$ cat src/rtl/eep_pkg.sv
package eep_pkg;
  localparam logic [7:0] OP_RDSR  = 8'h05;
  localparam logic [7:0] OP_WREN  = 8'h06;
  localparam logic [7:0] OP_WRITE = 8'h02;
  localparam logic [7:0] OP_A8    = 8'h08;

  typedef enum logic [1:0] {SH_IDLE, SH_LO, SH_HI} sh_state_t;

  typedef enum logic [4:0] {
    ST_IDLE, ST_REQ, ST_CSHI, ST_CSLO, ST_SHIFT, ST_RDSROP, ST_RDSRIN,
    ST_POLL, ST_WREN, ST_WROP, ST_ADDR, ST_FETCH, ST_FETCHW, ST_LOAD,
    ST_NEXT, ST_WWAIT, ST_REL, ST_FIN
  } wr_state_t;
endpackage

$ cat src/rtl/eep_range_chk.sv
module eep_range_chk #(
  parameter int WORD_SIZE = 256,
  parameter int OFS_W     = 9
) (
  input  logic [OFS_W-1:0] offset,
  input  logic [OFS_W-1:0] count,
  output logic             bad
);
  localparam logic [OFS_W:0] WS = (OFS_W+1)'(WORD_SIZE);

  logic [OFS_W:0] room;

  always_comb begin
    room = WS - {1'b0, offset};
    bad  = ({1'b0, offset} >= WS) || (count == '0) || ({1'b0, count} > room);
  end
endmodule

$ cat src/rtl/eep_bit_shifter.sv
module eep_bit_shifter
  import eep_pkg::*;
#(
  parameter int HALF_CYC = 2
) (
  input  logic        clk,
  input  logic        rst,
  input  logic        go,
  input  logic [4:0]  nbits,
  input  logic [15:0] dout,
  input  logic        miso,
  output logic        sck,
  output logic        mosi,
  output logic        fin,
  output logic        last_bit
);
  localparam int HC_W = (HALF_CYC > 1) ? $clog2(HALF_CYC) : 1;
  localparam logic [HC_W-1:0] HC_LAST = HC_W'(HALF_CYC - 1);

  sh_state_t       st;
  logic [15:0]     sreg;
  logic [4:0]      left;
  logic [HC_W-1:0] hc;
  logic [15:0]     aligned;

  assign aligned = dout << (5'd16 - nbits);

  always_ff @(posedge clk) begin
    if (rst) begin
      st       <= SH_IDLE;
      sreg     <= '0;
      left     <= '0;
      hc       <= '0;
      sck      <= 1'b0;
      mosi     <= 1'b0;
      fin      <= 1'b0;
      last_bit <= 1'b0;
    end else begin
      fin <= 1'b0;
      case (st)
        SH_IDLE: begin
          if (go) begin
            sreg <= aligned;
            left <= nbits;
            mosi <= aligned[15];
            sck  <= 1'b0;
            hc   <= '0;
            st   <= SH_LO;
          end
        end
        SH_LO: begin
          if (hc == HC_LAST) begin
            hc  <= '0;
            sck <= 1'b1;
            st  <= SH_HI;
          end else begin
            hc <= hc + 1'b1;
          end
        end
        SH_HI: begin
          if (hc == HC_LAST) begin
            hc       <= '0;
            last_bit <= miso;
            sck      <= 1'b0;
            if (left == 5'd1) begin
              mosi <= 1'b0;
              fin  <= 1'b1;
              st   <= SH_IDLE;
            end else begin
              sreg <= sreg << 1;
              mosi <= sreg[14];
              left <= left - 1'b1;
              st   <= SH_LO;
            end
          end else begin
            hc <= hc + 1'b1;
          end
        end
        default: st <= SH_IDLE;
      endcase
    end
  end
endmodule

$ cat src/rtl/spi_eeprom_page_writer.sv
module spi_eeprom_page_writer
  import eep_pkg::*;
#(
  parameter int WORD_SIZE   = 256,
  parameter int ADDR_BITS   = 8,
  parameter int PAGE_BYTES  = 32,
  parameter int HALF_CYC    = 2,
  parameter int GRANT_TRIES = 16,
  parameter int READY_TRIES = 4,
  parameter int WRITE_WAIT  = 200
) (
  input  logic                         clk,
  input  logic                         rst,
  input  logic                         start,
  input  logic [$clog2(WORD_SIZE):0]   offset,
  input  logic [$clog2(WORD_SIZE):0]   count,
  output logic                         word_req,
  input  logic [15:0]                  word_data,
  output logic                         acc_req,
  input  logic                         acc_gnt,
  output logic                         sck,
  output logic                         cs_n,
  output logic                         mosi,
  input  logic                         miso,
  output logic                         done,
  output logic                         error
);
  localparam int OFS_W   = $clog2(WORD_SIZE) + 1;
  localparam int PW      = PAGE_BYTES / 2;
  localparam int PW_LG   = $clog2(PW);
  localparam int T1      = (GRANT_TRIES > WRITE_WAIT) ? GRANT_TRIES : WRITE_WAIT;
  localparam int TMR_MAX = (T1 > HALF_CYC) ? T1 : HALF_CYC;
  localparam int TMR_W   = $clog2(TMR_MAX + 1);
  localparam int PL_W    = $clog2(READY_TRIES + 1);

  localparam logic [TMR_W-1:0] HC_LAST = TMR_W'(HALF_CYC - 1);
  localparam logic [TMR_W-1:0] GT_LAST = TMR_W'(GRANT_TRIES - 1);
  localparam logic [TMR_W-1:0] WW_LAST = TMR_W'(WRITE_WAIT - 1);
  localparam logic [PL_W-1:0]  PL_LAST = PL_W'(READY_TRIES - 1);

  wr_state_t        state, ret_sh, ret_cs;
  logic [TMR_W-1:0] tmr;
  logic [PL_W-1:0]  polls;
  logic [OFS_W-1:0] cur, left, cur_nxt;
  logic             err_r, bad, page_end, a8;
  logic             sh_go, sh_fin, sh_last;
  logic [4:0]       sh_bits;
  logic [15:0]      sh_data, addr16;

  eep_range_chk #(.WORD_SIZE(WORD_SIZE), .OFS_W(OFS_W)) u_range (
    .offset(offset), .count(count), .bad(bad)
  );

  eep_bit_shifter #(.HALF_CYC(HALF_CYC)) u_shift (
    .clk(clk), .rst(rst), .go(sh_go), .nbits(sh_bits), .dout(sh_data),
    .miso(miso), .sck(sck), .mosi(mosi), .fin(sh_fin), .last_bit(sh_last)
  );

  // Address bit 8 travels inside the opcode only for 8-bit-address parts.
  generate
    if (ADDR_BITS == 8) begin : g_a8
      assign a8 = (cur >= OFS_W'(128));
    end else begin : g_no_a8
      assign a8 = 1'b0;
    end
  endgenerate

  assign cur_nxt  = cur + 1'b1;
  assign page_end = (cur_nxt[PW_LG-1:0] == '0);
  assign addr16   = 16'({cur, 1'b0});

  always_ff @(posedge clk) begin
    if (rst) begin
      state    <= ST_IDLE;
      ret_sh   <= ST_IDLE;
      ret_cs   <= ST_IDLE;
      tmr      <= '0;
      polls    <= '0;
      cur      <= '0;
      left     <= '0;
      err_r    <= 1'b0;
      cs_n     <= 1'b1;
      acc_req  <= 1'b0;
      word_req <= 1'b0;
      done     <= 1'b0;
      error    <= 1'b0;
      sh_go    <= 1'b0;
      sh_bits  <= '0;
      sh_data  <= '0;
    end else begin
      done  <= 1'b0;
      error <= 1'b0;
      sh_go <= 1'b0;
      case (state)
        ST_IDLE: begin
          cs_n <= 1'b1;
          if (start) begin
            if (bad) begin
              err_r <= 1'b1;
              state <= ST_FIN;
            end else begin
              err_r <= 1'b0;
              cur   <= offset;
              left  <= count;
              tmr   <= '0;
              state <= ST_REQ;
            end
          end
        end
        ST_REQ: begin
          acc_req <= 1'b1;
          if (acc_req && acc_gnt) begin
            cs_n   <= 1'b0;
            tmr    <= '0;
            polls  <= '0;
            ret_cs <= ST_RDSROP;
            state  <= ST_CSLO;
          end else if (tmr == GT_LAST) begin
            acc_req <= 1'b0;
            err_r   <= 1'b1;
            state   <= ST_FIN;
          end else begin
            tmr <= tmr + 1'b1;
          end
        end
        ST_CSHI: begin
          if (tmr == HC_LAST) begin
            tmr   <= '0;
            cs_n  <= 1'b0;
            state <= ST_CSLO;
          end else begin
            cs_n <= 1'b1;
            tmr  <= tmr + 1'b1;
          end
        end
        ST_CSLO: begin
          if (tmr == HC_LAST) begin
            tmr   <= '0;
            state <= ret_cs;
          end else begin
            tmr <= tmr + 1'b1;
          end
        end
        ST_SHIFT: begin
          if (sh_fin) state <= ret_sh;
        end
        ST_RDSROP: begin
          sh_go   <= 1'b1;
          sh_data <= {8'h00, OP_RDSR};
          sh_bits <= 5'd8;
          ret_sh  <= ST_RDSRIN;
          state   <= ST_SHIFT;
        end
        ST_RDSRIN: begin
          sh_go   <= 1'b1;
          sh_data <= 16'h0000;
          sh_bits <= 5'd8;
          ret_sh  <= ST_POLL;
          state   <= ST_SHIFT;
        end
        ST_POLL: begin
          cs_n <= 1'b1;
          tmr  <= '0;
          if (!sh_last) begin
            ret_cs <= ST_WREN;
            state  <= ST_CSHI;
          end else if (polls == PL_LAST) begin
            acc_req <= 1'b0;
            err_r   <= 1'b1;
            state   <= ST_FIN;
          end else begin
            polls  <= polls + 1'b1;
            ret_cs <= ST_RDSROP;
            state  <= ST_CSHI;
          end
        end
        ST_WREN: begin
          sh_go   <= 1'b1;
          sh_data <= {8'h00, OP_WREN};
          sh_bits <= 5'd8;
          tmr     <= '0;
          ret_sh  <= ST_CSHI;
          ret_cs  <= ST_WROP;
          state   <= ST_SHIFT;
        end
        ST_WROP: begin
          sh_go   <= 1'b1;
          sh_data <= {8'h00, (OP_WRITE | (a8 ? OP_A8 : 8'h00))};
          sh_bits <= 5'd8;
          ret_sh  <= ST_ADDR;
          state   <= ST_SHIFT;
        end
        ST_ADDR: begin
          sh_go   <= 1'b1;
          sh_data <= addr16;
          sh_bits <= 5'(ADDR_BITS);
          ret_sh  <= ST_FETCH;
          state   <= ST_SHIFT;
        end
        ST_FETCH: begin
          word_req <= 1'b1;
          state    <= ST_FETCHW;
        end
        ST_FETCHW: begin
          word_req <= 1'b0;
          state    <= ST_LOAD;
        end
        ST_LOAD: begin
          sh_go   <= 1'b1;
          sh_data <= {word_data[7:0], word_data[15:8]};
          sh_bits <= 5'd16;
          ret_sh  <= ST_NEXT;
          state   <= ST_SHIFT;
        end
        ST_NEXT: begin
          cur  <= cur_nxt;
          left <= left - 1'b1;
          if ((left == OFS_W'(1)) || page_end) begin
            cs_n  <= 1'b1;
            tmr   <= '0;
            state <= ST_WWAIT;
          end else begin
            state <= ST_FETCH;
          end
        end
        ST_WWAIT: begin
          if (tmr == WW_LAST) begin
            tmr   <= '0;
            state <= ST_REL;
          end else begin
            tmr <= tmr + 1'b1;
          end
        end
        ST_REL: begin
          acc_req <= 1'b0;
          tmr     <= '0;
          state   <= (left == '0) ? ST_FIN : ST_REQ;
        end
        ST_FIN: begin
          done  <= 1'b1;
          error <= err_r;
          state <= ST_IDLE;
        end
        default: state <= ST_IDLE;
      endcase
    end
  end
endmodule

$ cat config.mk
export PLATFORM = sky130hd
export DESIGN_NAME = spi_eeprom_page_writer
export DESIGN_NICKNAME = d
export VERILOG_FILES = /design/src/rtl/eep_pkg.sv /design/src/rtl/eep_range_chk.sv /design/src/rtl/eep_bit_shifter.sv /design/src/rtl/spi_eeprom_page_writer.sv
export SDC_FILE = /design/constraint.sdc
export NUM_CORES = 1
export LEC_CHECK = 0
export CAP_MARGIN = 20
export CORE_ASPECT_RATIO = 1.25
export CORE_MARGIN = 8
export CORE_UTILIZATION = 50
export CTS_BUF_LIST = sky130_fd_sc_hd__clkbuf_4 sky130_fd_sc_hd__clkbuf_8
export CTS_CLUSTER_SIZE = 30
export DETAILED_ROUTE_END_ITERATION = 8
export PLACE_DENSITY = 0.71
export SETUP_SLACK_MARGIN = 0.05
export SLEW_MARGIN = 25
export SYNTH_ARGS = -nofsm -noshare
export SYNTH_HDL_FRONTEND = slang
export SYNTH_SLANG_ARGS = --single-unit
$ cat constraint.sdc
create_clock -name clk -period 6.6 [get_ports clk]
set_input_delay 1.32 -clock clk [delete_from_list [all_inputs] [get_ports clk]]
set_output_delay 1.32 -clock clk [all_outputs]
set_load 0.05 [all_outputs]
### After elaboration in Yosys (flattened, before gate mapping)

Index checks and enable logic that the tools add are counted.

| storage, ports and cells | value |
|---|---|
| flip-flop bits (word level) | 99 |
| input port bits | 39 |
| output and inout bits | 7 |
| logic and storage cells | 210 |

| operators by class | value |
|---|---|
| add/sub/neg operators | 8 |
| order comparisons | 3 |
| equality and inequality tests | 45 |
| shift operators | 1 |
| muxes and demuxes | 82 |
| bitwise gates (word level) | 3 |
| reductions and logical operators | 44 |

Operator list:

| kind | number |
|---|---|
| 16-bit one-hot mux with 6 select lines | 1 |
| 5-bit two-way mux | 17 |
| 5-bit one-hot mux with 12 select lines | 1 |
| 8-bit two-way mux | 7 |
| 8-bit one-hot mux with 6 select lines | 1 |
| 15-bit two-way mux | 3 |
| 5-bit by 4-bit == test with 1-bit output, second input constant | 8 |
| 9-bit two-way mux | 4 |
| 9-bit one-hot mux with 2 select lines | 2 |
| 15-bit one-hot mux with 2 select lines | 1 |
| 5-bit one-hot mux with 6 select lines | 1 |
| 2-bit inequality test, second input constant | 13 |
| 1-bit two-way mux | 24 |
| 5-bit by 3-bit == test with 1-bit output, second input constant | 4 |
| 5-bit one-hot mux with 2 select lines | 2 |
| 9-bit logical NOT | 2 |
| 3-bit AND reduction | 6 |
| 16-bit by 5-bit left shift with 16-bit output | 1 |
| 5-bit one-hot mux with 3 select lines | 1 |
| 3-bit two-way mux | 4 |
| 4-bit AND reduction | 3 |
| 6-bit AND reduction | 2 |
| 2-bit nonzero test | 6 |
| 3-bit nonzero test | 4 |
| 44 further kinds | 68 |

### Longest topological paths before layout

| depth | value |
|---|---|
| word-level depth | 6 |
| depth in mapped cells | 13 |
| depth with buffers taken out | 12 |

### By module

A second synthesis with hierarchy kept.

| second synthesis, totals | value |
|---|---|
| cells, all modules | 770 |
| area total of the unflattened synthesis | 6404.9 µm² |

By module, submodules not included:

| module | instances | cells an instance | area an instance (µm²) | sequential area each (µm²) |
|---|---|---|---|---|
| spi_eeprom_page_writer | 1 | 479 | 3846.2 | 1321.3 |
| eep_bit_shifter | 1 | 238 | 2135.8 | 540.5 |
| eep_range_chk | 1 | 53 | 422.9 | 0.0 |

### Worst setup path before layout

OpenSTA, ideal clock, no wires.

| timing | value |
|---|---|
| path kind | in2reg |
| start point | in offset[5] |
| end point | reg tmr[1] |
| library setup time | 0.123 ns |
| arrival | 3.948 ns |
| required time | 6.477 ns |
| setup slack | 2.529 ns |
| stages on the path | 11 |
| path buffers | 0 |
| cell sequence | or4_4 > nor4b_2 > ha_1 > inv_1 > ha_1 > o21ai_0 > nor2_1 > o2bb2ai_1 > o31ai_2 > a31oi_4 > mux2_1 |

| between the ends | value |
|---|---|
| cells in the longest elaborated chain, start to end | 5 |
| elaborated cells between the ends (all ways) | 7 |
| those cells by class | add/sub (1); order compare (2); eq/ne (1); reduce/logical (3) |

Ends and longest elaborated chain:

| element | line | RTL |
|---|---|---|
| from (decl) | spi_eeprom_page_writer.sv:15 | `input logic [$clog2(WORD_SIZE):0] offset,` |
| 9-bit by 9-bit subtractor with 10-bit output or 9-bit >= comparator (tied branches) | eep_range_chk.sv:14, eep_range_chk.sv:15 |  |
| 9-bit by 10-bit greater-than comparator with 1-bit output or 1-bit logical OR (tied branches) | eep_range_chk.sv:15 | `bad = ({1'b0, offset} >= WS) \|\| (count == '0) \|\| ({1'b0, count} > room);` |
| 1-bit logical OR (*) | eep_range_chk.sv:15 |  |
| 2-bit inequality test (no source line) (*) | - |  |
| 5-bit AND reduction (no source line) (*) | - |  |
| to (signal assigned) | spi_eeprom_page_writer.sv:123 | `tmr <= tmr + 1'b1;` |
| to (signal assigned) | spi_eeprom_page_writer.sv:133 | `tmr <= tmr + 1'b1;` |
| to (signal assigned) | spi_eeprom_page_writer.sv:141 | `tmr <= tmr + 1'b1;` |
| to (decl) | spi_eeprom_page_writer.sv:42 | `logic [TMR_W-1:0] tmr;` |

Mark *: on every way between the ends. The rest lies on a longest branch, timed or not.
A chain may end at the register's enable or synchronous reset.

### Worst setup path after layout

| timing | value |
|---|---|
| start point | in offset[4] |
| end point | reg tmr[1] |

Same word-level chain as after synthesis.

==> summary.md <==
| Metric | Value |
|---|---|
| Status | `complete, no violations` |
| DRC viols | `0` |
| Detailed Place HPWL | `10240 um` |
| RR Endpoint | `tmr[1]$_SDFFE_PP0P_` |
| Req. time, crit path | `about 6900 ps` |
| RSZ-0062 raised after global routing | `false` |
| Clock buffer depth | `2` |
| Post-synth EDFFs | `0` |
| Primary FF master, synth | `dfxtp_1` |
| CP top delay family | `simple AND/OR/NAND/NOR gates` |
| Antenna diodes | `0` |
| Slowest CP cell | `or4_4` |
| Hold Crit Depth | `2` |
| Critical R2R Launch | `state[2]$_SDFFE_PP0P_` |
| Pwr Total | `1.583 mW` |
| Iter 0 DRT Violations | `416` |
| Vias per cell | `6.302` |
| Setup tns final | `0 ps` |
| Post-synth top cells | `dfxtp_1 (93), nor2_1 (76), a21oi_1 (64)` |
| Vias in the first global route | `between 4000 and 5000` |
| Hold path start | `polls[2]$_SDFFE_PP0P_` |
| Gpl congestion | `a little over 0.9` |
| Met3 WL post-DR | `roughly 710 um` |
| CTS tree | `built` |
| Post-CTS setup buffer count | `0` |
| Synthesis-to-finish area growth | `12.26%` |
| Post-Route WL | `between 10000 and 15000 um` |
| Hold Fails Final Rpt | `0` |
| Period utilisation layout | `68.00%` |
| Leakage power | `2.178 nW` |
| CTS buffer count | `9` |
| Post-route ant nets | `0` |
| Syn avg cell area | `between 7 and 8 um2` |
| Worst reg2reg setup slack | `3060 ps` |
| Clock slew at reported path FFs | `roughly 90 ps` |
| Max layer used | `met4` |
| Ys async rst share | `0%` |
| Top-count cell post-synth | `dfxtp_1` |
| Final instance count without filler cells | `844` |
| Setup-failing EPs final | `0` |
| Register area share after synthesis | `34.23%` |
| Fin. max-slew vios | `0` |
| Register bit count reported by yosys | `between 90 and 100` |
| Row count | `42` |
| Top cells by area, synth | `dfxtp_1 (34%), a21oi_1 (5.9%), ha_1 (5.5%)` |
| CP endpoint kind | `register` |
| Setup Skew | `15.08 ps` |
| Cell mode on critical path | `ha_1` |
| Sink Count | `93` |
| Worst Path Arrival | `4760 ps` |
| Yosys top cell area share | `34.23%` |
| Initial DRT Pass Iterations | `5` |
| Fill cells | `970` |
| Fin util | `approximately 58%` |
| Initial Utilization | `51.24%` |
| Dpl cells | `828` |
| PD cells | `259.2 nW/um2` |
| Total global routing overflow | `0` |
| PortBufs | `45` |
| Worst-skew pair later-pin latency | `390 ps` |
| Hold path endpoint | `polls[2]$_SDFFE_PP0P_` |
| Worst-path cell chain | `clkdlybuf4s50_1 -> or4_4 -> nor4b_2 -> ha_1 -> inv_1 -> ha_1 -> o21ai_0 -> nor2_1 -> o2bb2ai_1 -> o31ai_2 -> a31oi_4 -> mux2_1` |
| Relative slew slack | `a little under two fifths` |
| Crit path buf inv count | `2` |
| Slew @ Worst Pin | `933.1 ps` |
| Worst r2r path cells | `6` |
| Level count of the clock H-tree | `3` |
| Die width | `109.3 um` |
| Core Region | `10620 um2` |
| Min Tclk post-route | `4488 ps` |
| Synth area leader | `dfxtp_1` |
| Synth Cell Area | `5439 um2` |
| Library cells used by synthesis | `68` |
| Synth Net Count | `about 750` |
| IO Count | `46` |
| Post-Place Setup Slack | `1711 ps` |
| Crit-path max cell delay | `between 500 and 600 ps` |
| First-pass GRT wire length | `approximately 24000 um` |
| Final worst-path setup slack | `around 2100 ps` |
| DRT met1 WL | `6184 um` |
| Nets | `770` |
| Fmax | `0.2228 GHz` |
| DR WL/cell | `~17 um` |
| Maximum VDD drop | `0.1992 mV` |
| Hold Path Class | `reg2reg` |
| CP startpoint kind | `input pin` |
| Root Driver | `clkbuf_8` |
| Max-cap violation count | `0` |
| CP Depth | `12` |
| Die ar. | `14490 um2` |
| Pin count of the biggest net entering global routing | `89` |
| Vert. Die Dim | `around 130 um` |
| Hold buffer count at CTS | `0` |
| DR vias | `approximately 5300` |
| Syn Inst Count | `~690` |
| Crit-path max FO | `8` |
| CTS resizes | `0` |
| Layout cells sized above 1 | `6.180%` |
| Tot GR Track Use | `between 10% and 20%` |
| Metal2 WL | `between 7000 and 8000 um` |
| Initial antenna violation count | `0` |
| Yosys warnings | `0` |
| CP Class | `in2reg` |
## layout make-up
class	instances	area, um2	share of cell area, %
well taps	132	165.2	2.705
repair buffers	47	460.4	7.541
flip-flops and latches	93	1862	30.49
clock inverters	7	78.83	1.291
clock buffers	9	123.9	2.029
multi-input cells	530	3318	54.34
inverters	26	97.59	1.598
## registers in the layout (all words and copies together) (netlist names), 2 cells and up
signal and count:
cur 9, left 9, polls 3, ret_cs 3, ret_sh 4, sh_bits 2, sh_data 16, state 5
tmr 8, u_shift.left 5, u_shift.sreg 15, u_shift.st 2
## where the power goes
group / total (mW) / switching, mW / leakage [nW] / internal, mW
sequential: 0.689 / 0.0719 / 0.753 / 0.617
clock: 0.386 / 0.236 / 0.102 / 0.150
combinational: 0.508 / 0.316 / 1.32 / 0.192
total: 1.58 / 0.624 / 2.18 / 0.959
## cells by family after synthesis
logic type | synth area share, %
buffers and inverters | 4.877
flip-flops | 34.23
AO/OA/AOI/OAI | 26.66
AND/OR/NAND/NOR | 26.22
XOR/XNOR | 0.9662
multiplexers | 1.518
adder cells (fa/ha/maj) | 5.521
## routing by layer
metal,vias up,global-route usage (%)
met5,-,0
met4,0,6.321
met3,21,3.547
met2,164,33.07
met1,2534,24.11
li1,2600,-
## layout by cell type (no fill, tap or decap), types with 7 or more instances in the layout
master / netlist / final
a211oi_1: 12 / 12
inv_1: 25 / 25
nand2_1: 58 / 58
nor3_1: 28 / 28
ha_1: 24 / 24
nand3_1: 32 / 32
a31oi_1: 9 / 9
nand2b_1: 13 / 13
nor2b_1: 15 / 15
a222oi_1: 9 / 9
nand4_1: 8 / 8
nor2_1: 76 / 75
a21oi_1: 64 / 63
dfxtp_1: 93 / 93
or3_1: 10 / 10
a22oi_1: 10 / 10
a221oi_1: 9 / 9
clkdlybuf4s50_1: 0 / 44
o21ai_0: 31 / 31
and3_1: 10 / 10
nor4_1: 7 / 7
clkbuf_8: 0 / 9
## how the worst max path moves through the flow
stage / to / slack (ps) / start
5_1_grt: tmr[1]$_SDFFE_PP0P_ / 1920 / offset[4]
6_report: tmr[1]$_SDFFE_PP0P_ / 2110 / offset[4]
2_1_floorplan: tmr[1]$_SDFFE_PP0P_ / 2530 / offset[5]
3_5_place_dp: tmr[1]$_SDFFE_PP0P_ / 1710 / offset[4]
4_1_cts: tmr[1]$_SDFFE_PP0P_ / 2110 / offset[4]
3_3_place_gp: tmr[1]$_SDFFE_PP0P_ / 1820 / offset[5]
## worst min-delay path, stage by stage (launching register included)
cell and delay (ps):
dfxtp_1 320, nand2_1 50, a21oi_1 50
## per-stage QoR
step	hold WS (ps)	cell area (um2)
floorplan	427.3	5439
global placement	437.4	5897
detailed placement	452.0	5897
CTS	464.1	6100
global route	490.0	6106
finish	458.9	6106
Note: power is estimated with default switching activity, not from simulation.
